==> src/rtl/pcb_pkg.sv <==
package pcb_pkg;

    localparam int DATA_W = 32;

    // register map (12-bit address space)
    localparam logic [11:0] A_CTRL     = 12'h400;
    localparam logic [11:0] A_RUN_CLR  = 12'h403;
    localparam logic [11:0] A_RUN_SET  = 12'h404;
    localparam logic [11:0] A_IE_CLR   = 12'h405;
    localparam logic [11:0] A_IE_SET   = 12'h406;
    localparam logic [11:0] A_OVF_CLR  = 12'h407;
    localparam logic [11:0] A_OVF_SET  = 12'h408;
    localparam logic [11:0] A_CYC_LO   = 12'h40A;
    localparam logic [11:0] A_CYC_HI   = 12'h40B;
    localparam logic [11:0] A_EVC_BASE = 12'h421;
    localparam logic [11:0] A_EVC_STEP = 12'h010;

    // control register fields
    localparam int CTRL_RUN     = 0;
    localparam int CTRL_EV_RST  = 1;
    localparam int CTRL_CY_RST  = 2;
    localparam int CTRL_NUM_LSB = 11;
    localparam int CTRL_NUM_W   = 5;

    // mask bit reserved for the cycle counter
    localparam int CYC_BIT = 31;

    typedef struct packed {
        logic run;
    } ctrl_state_t;

endpackage

==> src/rtl/pcb_event_ctr.sv <==
module pcb_event_ctr
    import pcb_pkg::*;
#(
    parameter int W = DATA_W
) (
    input  logic         clk,
    input  logic         rst_n,
    input  logic         count_ok,
    input  logic         strobe,
    input  logic         clear,
    input  logic         load,
    input  logic [W-1:0] load_val,
    output logic [W-1:0] value,
    output logic         wrap
);

    typedef struct packed {
        logic [W-1:0] cnt;
    } evc_state_t;

    evc_state_t st_d, st_q;

    always_comb begin
        st_d = st_q;
        wrap = 1'b0;
        if (clear) begin
            st_d.cnt = '0;
        end else if (load) begin
            st_d.cnt = load_val;
        end else if (count_ok && strobe) begin
            st_d.cnt = st_q.cnt + 1'b1;
            wrap     = &st_q.cnt;
        end
    end

    always_ff @(posedge clk or negedge rst_n) begin
        if (!rst_n) st_q <= '0;
        else        st_q <= st_d;
    end

    assign value = st_q.cnt;

endmodule

==> src/rtl/pcb_cycle_ctr.sv <==
module pcb_cycle_ctr
    import pcb_pkg::*;
#(
    parameter int CW = 2 * DATA_W
) (
    input  logic            clk,
    input  logic            rst_n,
    input  logic            count_ok,
    input  logic            clear,
    input  logic            load_lo,
    input  logic            load_hi,
    input  logic [CW/2-1:0] load_val,
    output logic [CW-1:0]   value,
    output logic            wrap
);

    localparam int HALF = CW / 2;

    typedef struct packed {
        logic [CW-1:0] cnt;
    } cyc_state_t;

    cyc_state_t st_d, st_q;

    always_comb begin
        st_d = st_q;
        wrap = 1'b0;
        if (clear) begin
            st_d.cnt = '0;
        end else if (load_lo || load_hi) begin
            if (load_lo) st_d.cnt[HALF-1:0]  = load_val;
            if (load_hi) st_d.cnt[CW-1:HALF] = load_val;
        end else if (count_ok) begin
            st_d.cnt = st_q.cnt + 1'b1;
            wrap     = &st_q.cnt;
        end
    end

    always_ff @(posedge clk or negedge rst_n) begin
        if (!rst_n) st_q <= '0;
        else        st_q <= st_d;
    end

    assign value = st_q.cnt;

endmodule

==> src/rtl/pcb_mask_regs.sv <==
module pcb_mask_regs
    import pcb_pkg::*;
#(
    parameter int          ADDR_W  = 12,
    parameter logic [31:0] PRESENT = 32'h8000_000F
) (
    input  logic              clk,
    input  logic              rst_n,
    input  logic              wr_en,
    input  logic [ADDR_W-1:0] addr,
    input  logic [31:0]       wdata,
    input  logic [31:0]       hw_ovf,
    output logic [31:0]       run_mask,
    output logic [31:0]       ie_mask,
    output logic [31:0]       ovf_mask
);

    localparam int NMASK = 3;
    localparam logic [11:0] SET_A [NMASK] = '{A_RUN_SET, A_IE_SET, A_OVF_SET};
    localparam logic [11:0] CLR_A [NMASK] = '{A_RUN_CLR, A_IE_CLR, A_OVF_CLR};

    typedef struct packed {
        logic [31:0] bits;
    } mask_state_t;

    logic [31:0] hw_set [NMASK];
    logic [31:0] cur    [NMASK];

    assign hw_set[0] = '0;
    assign hw_set[1] = '0;
    assign hw_set[2] = hw_ovf;

    for (genvar k = 0; k < NMASK; k++) begin : g_mask
        mask_state_t m_d, m_q;
        logic hit_set, hit_clr;

        assign hit_set = wr_en && (addr == ADDR_W'(SET_A[k]));
        assign hit_clr = wr_en && (addr == ADDR_W'(CLR_A[k]));

        always_comb begin
            m_d = m_q;
            if (hit_set) m_d.bits = m_d.bits | (wdata & PRESENT);
            if (hit_clr) m_d.bits = m_d.bits & ~wdata;
            // a hardware overflow event wins over a software clear
            m_d.bits = m_d.bits | (hw_set[k] & PRESENT);
        end

        always_ff @(posedge clk or negedge rst_n) begin
            if (!rst_n) m_q <= '0;
            else        m_q <= m_d;
        end

        assign cur[k] = m_q.bits;
    end

    assign run_mask = cur[0];
    assign ie_mask  = cur[1];
    assign ovf_mask = cur[2];

endmodule

==> src/rtl/perf_counter_bank.sv <==
module perf_counter_bank
    import pcb_pkg::*;
#(
    parameter int NUM_EVC = 4,
    parameter int EVC_W   = DATA_W,
    parameter int CYC_W   = 2 * DATA_W,
    parameter int ADDR_W  = 12
) (
    input  logic               clk,
    input  logic               rst_n,
    input  logic               reg_wr,
    input  logic [ADDR_W-1:0]  reg_addr,
    input  logic [31:0]        reg_wdata,
    output logic [31:0]        reg_rdata,
    input  logic [NUM_EVC-1:0] evt_inc,
    output logic               ovf_irq
);

    localparam logic [31:0] PRESENT   = (32'h1 << CYC_BIT) | ((32'h1 << NUM_EVC) - 32'h1);
    localparam logic [CTRL_NUM_W-1:0] NUM_FIELD = CTRL_NUM_W'(NUM_EVC);
    localparam int CYC_HALF = CYC_W / 2;

    function automatic logic [ADDR_W-1:0] evc_addr(input int idx);
        return ADDR_W'(32'(A_EVC_BASE) + 32'(idx) * 32'(A_EVC_STEP));
    endfunction

    // ---------------- control register ----------------
    ctrl_state_t ctrl_d, ctrl_q;
    logic        ev_clr, cy_clr;

    always_comb begin
        ctrl_d = ctrl_q;
        ev_clr = 1'b0;
        cy_clr = 1'b0;
        if (reg_wr && reg_addr == ADDR_W'(A_CTRL)) begin
            ctrl_d.run = reg_wdata[CTRL_RUN];
            ev_clr     = reg_wdata[CTRL_EV_RST];
            cy_clr     = reg_wdata[CTRL_CY_RST];
        end
    end

    always_ff @(posedge clk or negedge rst_n) begin
        if (!rst_n) ctrl_q <= '0;
        else        ctrl_q <= ctrl_d;
    end

    // ---------------- masks ----------------
    logic [31:0] run_mask, ie_mask, ovf_mask, hw_ovf;

    pcb_mask_regs #(
        .ADDR_W (ADDR_W),
        .PRESENT(PRESENT)
    ) u_masks (
        .clk     (clk),
        .rst_n   (rst_n),
        .wr_en   (reg_wr),
        .addr    (reg_addr),
        .wdata   (reg_wdata),
        .hw_ovf  (hw_ovf),
        .run_mask(run_mask),
        .ie_mask (ie_mask),
        .ovf_mask(ovf_mask)
    );

    // ---------------- event counters ----------------
    logic [EVC_W-1:0]   ev_val [NUM_EVC];
    logic [NUM_EVC-1:0] ev_wrap;

    for (genvar i = 0; i < NUM_EVC; i++) begin : g_evc
        logic ev_load;
        assign ev_load = reg_wr && (reg_addr == evc_addr(i));

        pcb_event_ctr #(.W(EVC_W)) u_ctr (
            .clk     (clk),
            .rst_n   (rst_n),
            .count_ok(ctrl_q.run && run_mask[i]),
            .strobe  (evt_inc[i]),
            .clear   (ev_clr),
            .load    (ev_load),
            .load_val(EVC_W'(reg_wdata)),
            .value   (ev_val[i]),
            .wrap    (ev_wrap[i])
        );
    end

    // ---------------- cycle counter ----------------
    logic [CYC_W-1:0] cyc_val;
    logic             cyc_wrap;

    pcb_cycle_ctr #(.CW(CYC_W)) u_cyc (
        .clk     (clk),
        .rst_n   (rst_n),
        .count_ok(ctrl_q.run && run_mask[CYC_BIT]),
        .clear   (cy_clr),
        .load_lo (reg_wr && reg_addr == ADDR_W'(A_CYC_LO)),
        .load_hi (reg_wr && reg_addr == ADDR_W'(A_CYC_HI)),
        .load_val(CYC_HALF'(reg_wdata)),
        .value   (cyc_val),
        .wrap    (cyc_wrap)
    );

    always_comb begin
        hw_ovf = '0;
        for (int i = 0; i < NUM_EVC; i++) hw_ovf[i] = ev_wrap[i];
        hw_ovf[CYC_BIT] = cyc_wrap;
    end

    // ---------------- read mux ----------------
    always_comb begin
        reg_rdata = '0;
        if (reg_addr == ADDR_W'(A_CTRL)) begin
            reg_rdata[CTRL_RUN] = ctrl_q.run;
            reg_rdata[CTRL_NUM_LSB +: CTRL_NUM_W] = NUM_FIELD;
        end else if (reg_addr == ADDR_W'(A_RUN_SET) || reg_addr == ADDR_W'(A_RUN_CLR)) begin
            reg_rdata = run_mask;
        end else if (reg_addr == ADDR_W'(A_IE_SET) || reg_addr == ADDR_W'(A_IE_CLR)) begin
            reg_rdata = ie_mask;
        end else if (reg_addr == ADDR_W'(A_OVF_SET) || reg_addr == ADDR_W'(A_OVF_CLR)) begin
            reg_rdata = ovf_mask;
        end else if (reg_addr == ADDR_W'(A_CYC_LO)) begin
            reg_rdata = 32'(cyc_val[CYC_HALF-1:0]);
        end else if (reg_addr == ADDR_W'(A_CYC_HI)) begin
            reg_rdata = 32'(cyc_val[CYC_W-1:CYC_HALF]);
        end else begin
            for (int i = 0; i < NUM_EVC; i++) begin
                if (reg_addr == evc_addr(i)) reg_rdata = 32'(ev_val[i]);
            end
        end
    end

    assign ovf_irq = |(ovf_mask & ie_mask);

endmodule

==> config.mk <==
export PLATFORM = sky130hd
export DESIGN_NAME = perf_counter_bank
export DESIGN_NICKNAME = d
export VERILOG_FILES = /design/src/rtl/pcb_pkg.sv /design/src/rtl/pcb_event_ctr.sv /design/src/rtl/pcb_cycle_ctr.sv /design/src/rtl/pcb_mask_regs.sv /design/src/rtl/perf_counter_bank.sv
export SDC_FILE = /design/constraint.sdc
export NUM_CORES = 1
export LEC_CHECK = 0
export BUFFER_PORTS_ARGS = -buffer_cell sky130_fd_sc_hd__buf_2
export CORE_MARGIN = 10
export CORE_UTILIZATION = 50
export DETAILED_ROUTE_END_ITERATION = 12
export GPL_ROUTABILITY_DRIVEN = 0
export PLACE_DENSITY = 0.67
export SYNTH_ARGS = -nofsm -noshare
export SYNTH_HDL_FRONTEND = slang
export SYNTH_SLANG_ARGS = --single-unit
==> constraint.sdc <==
create_clock -name clk -period 3 [get_ports clk]
set_input_delay 0.15 -clock clk [delete_from_list [all_inputs] [get_ports clk]]
set_output_delay 0.15 -clock clk [all_outputs]
set_load 0.01 [all_outputs]
==> key figures <==
Run status
  – Outcome: completed

Synth
  – Net Count, Synth: 2227
  – FFs w/ async S/R, synth: 1.00
  – Main flop type after synthesis: dfrtp_1
  – Syn_area_per_cell: 8.42 sq um
  – Ys Warns: 0
  – Yosys top cell by area: dfrtp_1
  – Netlist cell types: 83
  – Register area share after synthesis: 0.396
  – Area of the mapped netlist: 18300 sq um
  – Post-Synthesis Cells: 2171
  – Synth top area share: 0.396
  – Number of synthesized flops with an enable pin: 0
  – Yosys reg bits: around 290
  – Largest cells by area after synthesis: dfrtp_1, a21oi_1, nor2_1

Global routing
  – Grt total ovfl: 0
  – Gr usage total: 0.315
  – First-pass GRT wire length: around 110 mm
  – Largest net degree at the start of global routing: 88
  – Antenna violations before repair: 1
  – Vias in the first global route: 17800

Power and ir drop
  – Clock power share: 0.505
  – Leakage: around 8.5 nW
  – Reg power frac: 0.443
  – Worst vdd ir: roughly 0.4 mV
  – Psw: 0.00214 W
  – Switching part of the total: 0.241
  – PwrDens: about 430 nW/um^2
  – P_int: ~0.0067 W
  – Combinational share of power: 0.051

Detailed routing
  – Wire length per cell: about 27 um
  – Drt via density: a little under 7
  – DRC violations left: 0
  – WL final: 71.9 mm
  – Routed Antenna Nets: 0
  – DRT Pass-1 Iters: 7
  – Vias: about 19000
  – Initial DRC Count: 2572

Timing
  – RSZ-0062 raised after global routing: no
  – Max_slew headroom: 0.440
  – Setup_tns: 0 ps
  – Worst slew pin tran: 834 ps
  – Post-route clock period utilization: 0.940
  – Hold violation count in the final report: 0
  – Setup Skew: 21.4 ps
  – Final Critical Period: between 2000 and 3000 ps
  – Max Clk Rate: approximately 0.35 GHz
  – Slew Viols, Final: 0
  – Final Setup Violations: 0

Clocking
  – CTS tree: built
  – Setup bufs post-CTS: 0
  – CTS buffer count: 35
  – CTS H-Tree Depth: 2
  – CTS sink cnt: 289
  – Clk_lat worst skew: between 500 and 600 ps
  – # resized after CTS: 0
  – Hold Buf Count CTS: 2
  – CTS root buf: clkbuf_16
  – Clk buf depth: 3
  – Clock transition at path regs: roughly 60 ps

Floorplanning
  – Chip Height: approximately 210 um
  – Initial Utilization: 0.510
  – Die X: around 210 um
  – Core footprint: between 30000 and 40000 sq um
  – Rows: 69
  – Boundary Pins: between 80 and 90
  – Die area: around 45000 sq um

Critical path
  – Crit path arrival time: approximately 2700 ps
  – Reg2Reg Setup Slack: roughly 250 ps
  – Crit Path Class: input port to output pin
  – Startpoint types: input port
  – RR Endpoint: u_cyc.value[42]$_DFFE_PN0P_
  – CP Launch Point: reg_addr[7]
  – Crit path required time: about 2900 ps
  – CP endpoint: reg_rdata[31]
  – RR Startpoint: u_cyc.value[1]$_DFFE_PN0P_
  – Reg2Reg Depth: 7
  – Critical path endpoint category: output pin
  – CP max FO: 56

Run
  – Max cap viols: 0

Placement
  – Post-Place Cell Area: approximately 19000 sq um
  – IO buf count: 83
  – Detailed Place HPWL: 51.1 mm

Final layout
  – Post-layout nets: 2264
  – Most common cell after layout, fill and taps aside: dfrtp_1
  – Synth-to-layout area growth: 12.7%
  – Proportion of layout cells with a drive suffix above 1: 0.128
  – Filler cells: between 3000 and 4000
  – Commonest cells after routing, fill and taps aside: dfrtp_1, nor2_1, a21oi_1, o21ai_0, nand2_1
  – Cell area after layout: just over 20000 sq um

Min path
  – Worst min-delay path class: input port to flop
-- routing by layer --
layer  GRT usage  wire length (um)
met3      0.0611              7670
met5           0                 7
met1       0.404             27700
met2       0.490             32200
met4       0.175              4340
-- worst min path at each step --
| stage | from | endpoint | slack [ps] | cells after the start |
|---|---|---|---|---|
| finish | reg_wdata[22] | g_evc[2].u_ctr.value[22]$_DFFE_PN0P_ | 50 | 3 |
| global route | reg_wdata[28] | g_evc[2].u_ctr.value[28]$_DFFE_PN0P_ | 50 | 3 |
| CTS | reg_wdata[28] | g_evc[2].u_ctr.value[28]$_DFFE_PN0P_ | 20 | 3 |
| detailed placement | rst_n | g_evc[1].u_ctr.value[13]$_DFFE_PN0P_ | 130 | 1 |
| global placement | rst_n | g_evc[2].u_ctr.value[3]$_DFFE_PN0P_ | 120 | 1 |
| floorplan | rst_n | async pin | -150 | 0 |
-- critical path, cell delays in order --
cell	delay, ps
buf_2	160
or4_1	730
a211o_1	320
buf_4	290
o21ai_0	150
a21oi_1	60
a2bb2oi_1	150
a21oi_1	400
buf_2	220
-- stage by stage --
| stage | utilization | hold slack, ps | power [W] | instances | worst slack, ps |
|---|---|---|---|---|---|
| final | 0.575 | 51.2 | 0.00889 | 2695 | 180 |
| after CTS | 0.575 | 21.2 | 0.00891 | 2694 | 300 |
| after global placement | 0.541 | 125 | 0.00444 | 2630 | 264 |
| after detailed placement | 0.541 | 127 | 0.00445 | 2630 | 240 |
| after floorplan | - | -146 | 0.00416 | 2171 | 746 |
| after global routing | 0.575 | 52.6 | 0.00909 | 2694 | 59.9 |
-- Yosys cell counts, types with 22 or more instances --
cell       instances
nor4_1            27
a22oi_1           65
o21ai_1           39
and4_1            23
nand2_1          132
clkbuf_1         125
a21oi_1          191
and3_1            37
a21boi_0          81
nand4_1           60
a2bb2oi_1         22
a211oi_1          53
inv_1             24
mux2i_1           30
xor2_1            59
nor2_1           231
nor3_1            59
xnor2_1           66
o21ai_0          145
buf_2             27
dfrtp_1          289
o22ai_1           24
nand3_1          106
-- power by group through the flow --
stage / combinational (W) / sequential (W) / clock [W]
floorplan: 0.000160 / 0.00400 / 0
finish: 0.000457 / 0.00394 / 0.00449
global route: 0.000474 / 0.00394 / 0.00467
global placement: 0.000435 / 0.00401 / 0
detailed placement: 0.000439 / 0.00401 / 0
CTS: 0.000442 / 0.00394 / 0.00453
-- flip-flops by register name (all words and copies together), names as in the netlist, named ones only --
| name | flops |
|---|---|
| u_cyc.value | 64 |
| ctrl_q | 1 |
| u_masks.run_mask | 27 |
| u_masks.ovf_mask | 32 |
| u_masks.ie_mask | 27 |
| g_evc.u_ctr.value | 128 |
-- area by class of cell --
cell class | count | area (sq um) | share of cell area
Clock buffer | 46 | 977 | 0.0474
Clock inverter | 16 | 216 | 0.0105
Timing Repair Buffer | 180 | 1230 | 0.0599
Inverter | 24 | 90.1 | 0.00437
Antenna cell | 1 | 2.50 | 0.000121
Sequential cell | 289 | 7230 | 0.351
Multi-Input combinational cell | 1678 | 10300 | 0.499
Tap cell | 461 | 577 | 0.0280
-- logic make-up (layout without fill, tap and decap cells) --
kind of cell    Yosys count  in the layout  synth area share
simple gates            770            770             0.215
compound gates          740            740             0.259
flops                   289            289             0.396
buf+inv                 204            266            0.0463
xor+xnor                125            125            0.0599
mux                      38             38            0.0214
fa+ha+maj                 5              5           0.00342
other cells               0              1                 0
(Power assumes the default switching activity.)
